`config.mk`:
```
export PLATFORM = sky130hd
export DESIGN_NAME = sc_t0_tx
export DESIGN_NICKNAME = d
export VERILOG_FILES = /design/src/rtl/sc_t0_pkg.sv /design/src/rtl/sc_t0_seq.sv /design/src/rtl/sc_t0_drv.sv /design/src/rtl/sc_t0_flags.sv /design/src/rtl/sc_t0_tx.sv
export SDC_FILE = /design/constraint.sdc
export NUM_CORES = 1
export LEC_CHECK = 0
export BUFFER_PORTS_ARGS = -buffer_cell sky130_fd_sc_hd__buf_4
export CAP_MARGIN = 20
export CORE_MARGIN = 2
export CORE_UTILIZATION = 59
export CTS_CLUSTER_SIZE = 14
export DETAILED_ROUTE_END_ITERATION = 10
export HOLD_SLACK_MARGIN = 0.05
export PLACE_DENSITY = 0.83
export SYNTH_ARGS = -nofsm -noshare
export SYNTH_HDL_FRONTEND = slang
export SYNTH_SLANG_ARGS = --single-unit
```
`constraint.sdc`:
```
create_clock -name clk_i -period 4.3 [get_ports clk_i]
set_clock_uncertainty 0.05 [all_clocks]
set_input_delay 0.43 -clock clk_i [delete_from_list [all_inputs] [get_ports clk_i]]
set_output_delay 0.43 -clock clk_i [all_outputs]
set_load 0.05 [all_outputs]
```
`src/rtl/sc_t0_pkg.sv`:
```
package sc_t0_pkg;
  // idle units after parity before the next start bit
  localparam int unsigned GAP_OK  = 2;
  localparam int unsigned GAP_ERR = 3;

  typedef struct packed {
    logic tdre;
    logic tend;
    logic err;
  } sc_t0_stat_t;
endpackage

```
`src/rtl/sc_t0_seq.sv`:
```
module sc_t0_seq
  import sc_t0_pkg::*;
#(
  parameter int unsigned DATA_W = 8,
  localparam int unsigned PAR_U   = DATA_W + 1,
  localparam int unsigned SMP_U   = PAR_U + 1,
  localparam int unsigned END_OK  = PAR_U + GAP_OK,
  localparam int unsigned END_ERR = PAR_U + GAP_ERR,
  localparam int unsigned CNT_W   = $clog2(END_ERR + 1)
) (
  input  logic             clk_i,
  input  logic             rst_ni,
  input  logic             tick_i,
  input  logic             tx_en_i,
  input  logic             pend_i,
  input  logic             io_i,
  output logic             load_o,
  output logic             busy_o,
  output logic [CNT_W-1:0] cnt_o,
  output logic             err_det_o,
  output logic             ok_det_o
);
  localparam logic [CNT_W-1:0] C_SMP     = CNT_W'(SMP_U);
  localparam logic [CNT_W-1:0] C_END_OK  = CNT_W'(END_OK);
  localparam logic [CNT_W-1:0] C_END_ERR = CNT_W'(END_ERR);

  logic             busy_q, nack_q;
  logic [CNT_W-1:0] cnt_q;
  logic             step, sample, at_ok_end, retry, start_new;

  assign step      = busy_q && tick_i;
  assign sample    = step && (cnt_q == C_SMP);
  assign at_ok_end = step && (cnt_q == C_END_OK) && !nack_q;
  assign retry     = step && (cnt_q == C_END_ERR);
  assign start_new = tick_i && tx_en_i && pend_i && (!busy_q || at_ok_end);

  always_ff @(posedge clk_i or negedge rst_ni) begin
    if (!rst_ni) begin
      busy_q <= 1'b0;
      nack_q <= 1'b0;
      cnt_q  <= '0;
    end else if (retry || start_new) begin
      busy_q <= 1'b1;
      nack_q <= 1'b0;
      cnt_q  <= '0;
    end else if (at_ok_end) begin
      busy_q <= 1'b0;
      cnt_q  <= '0;
    end else if (step) begin
      cnt_q <= cnt_q + CNT_W'(1);
      if (sample && !io_i) nack_q <= 1'b1;
    end
  end

  assign load_o    = start_new;
  assign busy_o    = busy_q;
  assign cnt_o     = cnt_q;
  assign err_det_o = sample && !io_i;
  assign ok_det_o  = sample && io_i;
endmodule

```
`src/rtl/sc_t0_drv.sv`:
```
module sc_t0_drv #(
  parameter int unsigned DATA_W = 8,
  parameter int unsigned CNT_W  = 4,
  localparam int unsigned FR_W  = DATA_W + 2,
  localparam int unsigned EXT_W = 2 ** CNT_W
) (
  input  logic              clk_i,
  input  logic              rst_ni,
  input  logic              load_i,
  input  logic [DATA_W-1:0] data_i,
  input  logic              busy_i,
  input  logic [CNT_W-1:0]  cnt_i,
  output logic              oe_o
);
  logic [DATA_W-1:0] par_chain;
  logic [FR_W-1:0]   frame_q;
  logic [EXT_W-1:0]  frame_ext;

  // even parity as an XOR chain
  assign par_chain[0] = data_i[0];
  for (genvar i = 1; i < DATA_W; i++) begin : g_par
    assign par_chain[i] = par_chain[i-1] ^ data_i[i];
  end

  always_ff @(posedge clk_i or negedge rst_ni) begin
    if (!rst_ni)     frame_q <= '1;
    else if (load_i) frame_q <= {par_chain[DATA_W-1], data_i, 1'b0};
  end

  // units past parity read as 1 -> released
  assign frame_ext = {{(EXT_W - FR_W){1'b1}}, frame_q};
  assign oe_o      = busy_i && !frame_ext[cnt_i];
endmodule

```
`src/rtl/sc_t0_flags.sv`:
```
module sc_t0_flags
  import sc_t0_pkg::*;
#(
  parameter int unsigned DATA_W = 8
) (
  input  logic              clk_i,
  input  logic              rst_ni,
  input  logic              wr_en_i,
  input  logic [DATA_W-1:0] wr_data_i,
  input  logic              load_i,
  input  logic              err_det_i,
  input  logic              ok_det_i,
  input  logic              err_clr_i,
  output logic [DATA_W-1:0] tdr_o,
  output sc_t0_stat_t       stat_o
);
  logic [DATA_W-1:0] tdr_q;
  sc_t0_stat_t       st_q;

  always_ff @(posedge clk_i or negedge rst_ni) begin
    if (!rst_ni) begin
      tdr_q <= '0;
      st_q  <= '{tdre: 1'b1, tend: 1'b1, err: 1'b0};
    end else begin
      if (wr_en_i) tdr_q <= wr_data_i;
      // a fresh write wins over same-cycle set events
      if (wr_en_i)     st_q.tdre <= 1'b0;
      else if (load_i) st_q.tdre <= 1'b1;
      if (wr_en_i)       st_q.tend <= 1'b0;
      else if (ok_det_i) st_q.tend <= 1'b1;
      if (err_det_i)      st_q.err <= 1'b1;
      else if (err_clr_i) st_q.err <= 1'b0;
    end
  end

  assign tdr_o  = tdr_q;
  assign stat_o = st_q;
endmodule

```
`src/rtl/sc_t0_tx.sv`:
```
module sc_t0_tx
  import sc_t0_pkg::*;
#(
  parameter int unsigned DATA_W = 8,
  localparam int unsigned CNT_W = $clog2(DATA_W + 1 + GAP_ERR + 1)
) (
  input  logic              clk_i,
  input  logic              rst_ni,
  input  logic              etu_tick_i,
  input  logic              tx_en_i,
  input  logic              rie_i,
  input  logic              tie_i,
  input  logic              wr_en_i,
  input  logic [DATA_W-1:0] wr_data_i,
  input  logic              err_clr_i,
  input  logic              io_i,
  output logic              io_oe_o,
  output logic              tdre_o,
  output logic              tend_o,
  output logic              err_o,
  output logic              irq_err_o,
  output logic              irq_tend_o
);
  logic              load, busy, err_det, ok_det;
  logic [CNT_W-1:0]  frame_cnt;
  logic [DATA_W-1:0] tdr;
  sc_t0_stat_t       stat;

  sc_t0_seq #(.DATA_W(DATA_W)) u_seq (
    .clk_i     (clk_i),
    .rst_ni    (rst_ni),
    .tick_i    (etu_tick_i),
    .tx_en_i   (tx_en_i),
    .pend_i    (!stat.tdre),
    .io_i      (io_i),
    .load_o    (load),
    .busy_o    (busy),
    .cnt_o     (frame_cnt),
    .err_det_o (err_det),
    .ok_det_o  (ok_det)
  );

  sc_t0_flags #(.DATA_W(DATA_W)) u_flags (
    .clk_i     (clk_i),
    .rst_ni    (rst_ni),
    .wr_en_i   (wr_en_i),
    .wr_data_i (wr_data_i),
    .load_i    (load),
    .err_det_i (err_det),
    .ok_det_i  (ok_det),
    .err_clr_i (err_clr_i),
    .tdr_o     (tdr),
    .stat_o    (stat)
  );

  sc_t0_drv #(.DATA_W(DATA_W), .CNT_W(CNT_W)) u_drv (
    .clk_i  (clk_i),
    .rst_ni (rst_ni),
    .load_i (load),
    .data_i (tdr),
    .busy_i (busy),
    .cnt_i  (frame_cnt),
    .oe_o   (io_oe_o)
  );

  assign tdre_o     = stat.tdre;
  assign tend_o     = stat.tend;
  assign err_o      = stat.err;
  assign irq_err_o  = stat.err && rie_i;
  assign irq_tend_o = stat.tend && tie_i;
endmodule

```
==> qor.yml <==
critical_path:
  crit_chain: "mux4_1 > nand2_1 > nand4b_1 > o21ai_0 > buf_4"
  crit_arrival_ns: 2.00
  crit_buf_inv: 1
  critPathCaptureType: "primary output"
  rr_worst_depth: 4
  cp_num_cells: 5
  critPathMaxStageDelay_ns: 0.59
  startpoint_type: "flop"
  cp_top_family: "multiplexers"
  critPathMaxFanout: 7
  rr_endpoint: "u_seq.nack_q"
  worstPathRequired_ns: 3.82
  r2r_start: "u_seq.cnt_o[0]"
  startpoint: "u_seq.cnt_o[0]"
  critical-path-slowest-cell: "mux4_1"
  critPathKind: "flop to primary output"
  r2r_setup_slack_ns: 2.51
grt:
  grt_pass1_wl_microns: 3800
  track_usage: 0.196
  gr-total-overflow: 0
  grt_start_max_net_pins: 28
  grt_pass1_vias: 882
  antenna_found_initial: 0
clocking:
  cts_num_sinks: 27
  clk_latency_ns: 0.31
  cts_inserted_buffers: 3
  cts_buffer_depth: 2
  ctsResizeCount: 0
  post-cts-setup-buffer-count: 0
  h-tree-depth: 1
  root_buffer: "clkbuf_4"
  path_clk_slew_ns: 0.14
  cts_tree: "built"
timing:
  fin_tns_setup_ns: 0
  fin_crit_ns: 2.48
  slew_violations: 0
  setup-violations-final: 0
  max_freq_mhz: 404
  fin_crit_sh: 0.576
  rsz0062_at_grt: "false"
  max_slew.worst_pin.slew_ns: 0.560
  maxSlewHeadroom: 0.624
  finalHoldViolations: 0
synth:
  syn_area_sq_um: 1370
  yosys-top-cells-area: "dfrtp_1 27%, dfstp_2 23%, mux2_2 11%"
  syn_inst: 103
  synth-seq-cells: 27
  yosysTopAreaCellShare: 0.274
  yosys.area.top_type: "dfrtp_1"
  seq_area_frac_synth: 0.504
  synth_fp_nets: 123
  yosysWarningCount: 0
  avgSynthCellArea_sq_um: 13.3
  synth_cell_types: 34
layout:
  seq_area_sq_um: 691
  nets: 146
  multi_input_area_sq_um: 634
  area_growth_pct: 14.7
  layout_common_cells: "22 x buf_4, 15 x dfrtp_1, 13 x mux2_2"
  num_antenna_cells: 0
  layout_commonest_cell: "buf_4"
  layout.cells.non_filler: 153
  layout-drive-gt1-share: 0.488
  n_fill_cell: 153
detailed_routing:
  dr.pass1.iters: 4
  drc: 0
  antenna_left: 0
  viasPerCell: 5.56
  drtIter0Drc: 8
  num_vias: 851
  drt_wl_total_microns: 2330
  avgRoutedWirePerCell_microns: 15.2
power:
  peakVddDrop_mv: 0.348
  p_leak_uw: 0.000703
  powerDensity_nw_per_um2: 551
floorplanning:
  start_util: 0.620
  fp-row-count: 17
  ios: 23
  die_h_microns: 52.2
  die_x_microns: 52.2
  coreArea_sq_um: 2210
  die_area_sq_um: 2730
outcome:
  outcome: "finished, final reports clean"
flow_run:
  max_cap_viol_count: 0
placement:
  placed_cells: 148
  gp_congestion: 0.768
  io_buffers: 22
worst_hold_path:
  min_path_cells: 2
  hp-class: "input port to flop"
  hold_end: "u_flags.stat_o[0]"
  min_from: "err_clr_i"
[registers in the layout (all words and copies together), names as in the netlist]
name	cells
u_drv.frame_q	10
u_seq.busy_o	1
u_flags.stat_o	3
u_seq.nack_q	1
u_flags.tdr_o	8
u_seq.cnt_o	4
[metrics by stage]
stage / cell area (sq um) / power (uW) / worst slack, ns / hold WS [ns] / util
floorplan: 1370 / 687 / 1.87 / 0.0844 / -
global placement: 1540 / 744 / 2.32 / 0.303 / 0.695
detailed placement: 1540 / 765 / 2.22 / 0.304 / 0.695
CTS: 1570 / 871 / 1.85 / 0.246 / 0.711
global route: 1570 / 914 / 1.74 / 0.247 / 0.711
finish: 1570 / 866 / 1.82 / 0.246 / 0.711
[worst register-to-register path: cells and delay by family (launching register included)]
kind | cells | cell delay [ns]
AND/OR/NAND/NOR | 2 | 0.39
AO/OA/AOI/OAI | 1 | 0.50
flip-flops | 1 | 0.53
adder cells (fa/ha/maj) | 1 | 0.22
[area by class of cell]
class	instances	area share
sequential	27	0.439
inverter	3	0.00716
tap	28	0.0223
clock buffer	4	0.0167
multi-input combinational	68	0.403
timing repair buffer	23	0.111
[metal layers]
metal	vias to the layer above	global-route usage	part of all wire
li1	415	-	-
met1	414	0.230	0.46
met2	18	0.338	0.48
met3	4	0.0371	0.039
met4	0	0.103	0.016
met5	-	0	0
[cells in the mapped netlist, drive strengths merged]
| cell | n |
|---|---|
| xnor2 | 7 |
| dfrtp | 15 |
| buf | 2 |
| inv | 3 |
| nand2 | 6 |
| mux2 | 17 |
| a41oi | 1 |
| mux2i | 1 |
| o21ai | 2 |
| and3b | 1 |
| o211ai | 1 |
| and2b | 1 |
| nor2 | 3 |
| and2 | 4 |
| xor2 | 3 |
| and3 | 1 |
| nand4b | 1 |
| o22ai | 1 |
| dfstp | 12 |
| nand3 | 3 |
| o21bai | 1 |
| nand4 | 2 |
| mux4 | 2 |
| nor3b | 3 |
| o31ai | 2 |
| ha | 3 |
| nand2b | 1 |
| clkbuf | 3 |
| a21oi | 1 |
[report_power, final]
part	leakage (uW)	internal, uW	total, uW	switching [uW]
sequential	0.000304	355	430	75.3
combinational	0.000384	176	330	154
clock	0.0000150	36.2	106	69.8
total	0.000703	568	866	299
[kinds of logic (layout without fill, tap and decap cells)]
logic type	after synthesis	in the layout	synth area share
XOR/XNOR	10	10	0.0639
flip-flops	27	27	0.504
AND/OR/NAND/NOR	26	26	0.121
adder cells (fa/ha/maj)	3	3	0.0274
AO/OA/AOI/OAI	9	9	0.0538
multiplexers	20	20	0.196
buffers and inverters	8	30	0.0338
[worst max-delay path by stage]
stage	endpoint	slack [ns]
floorplan	io_oe_o	1.87
global placement	io_oe_o	2.32
detailed placement	io_oe_o	2.22
CTS	io_oe_o	1.85
global route	io_oe_o	1.74
finish	io_oe_o	1.82
[timing repair]
action	4_1_cts	5_1_grt
hold endpoints to repair	15	0
endpoints found under the setup margin	0	0
hold buffers	1	0
Note: power is estimated with default switching activity, not from simulation.
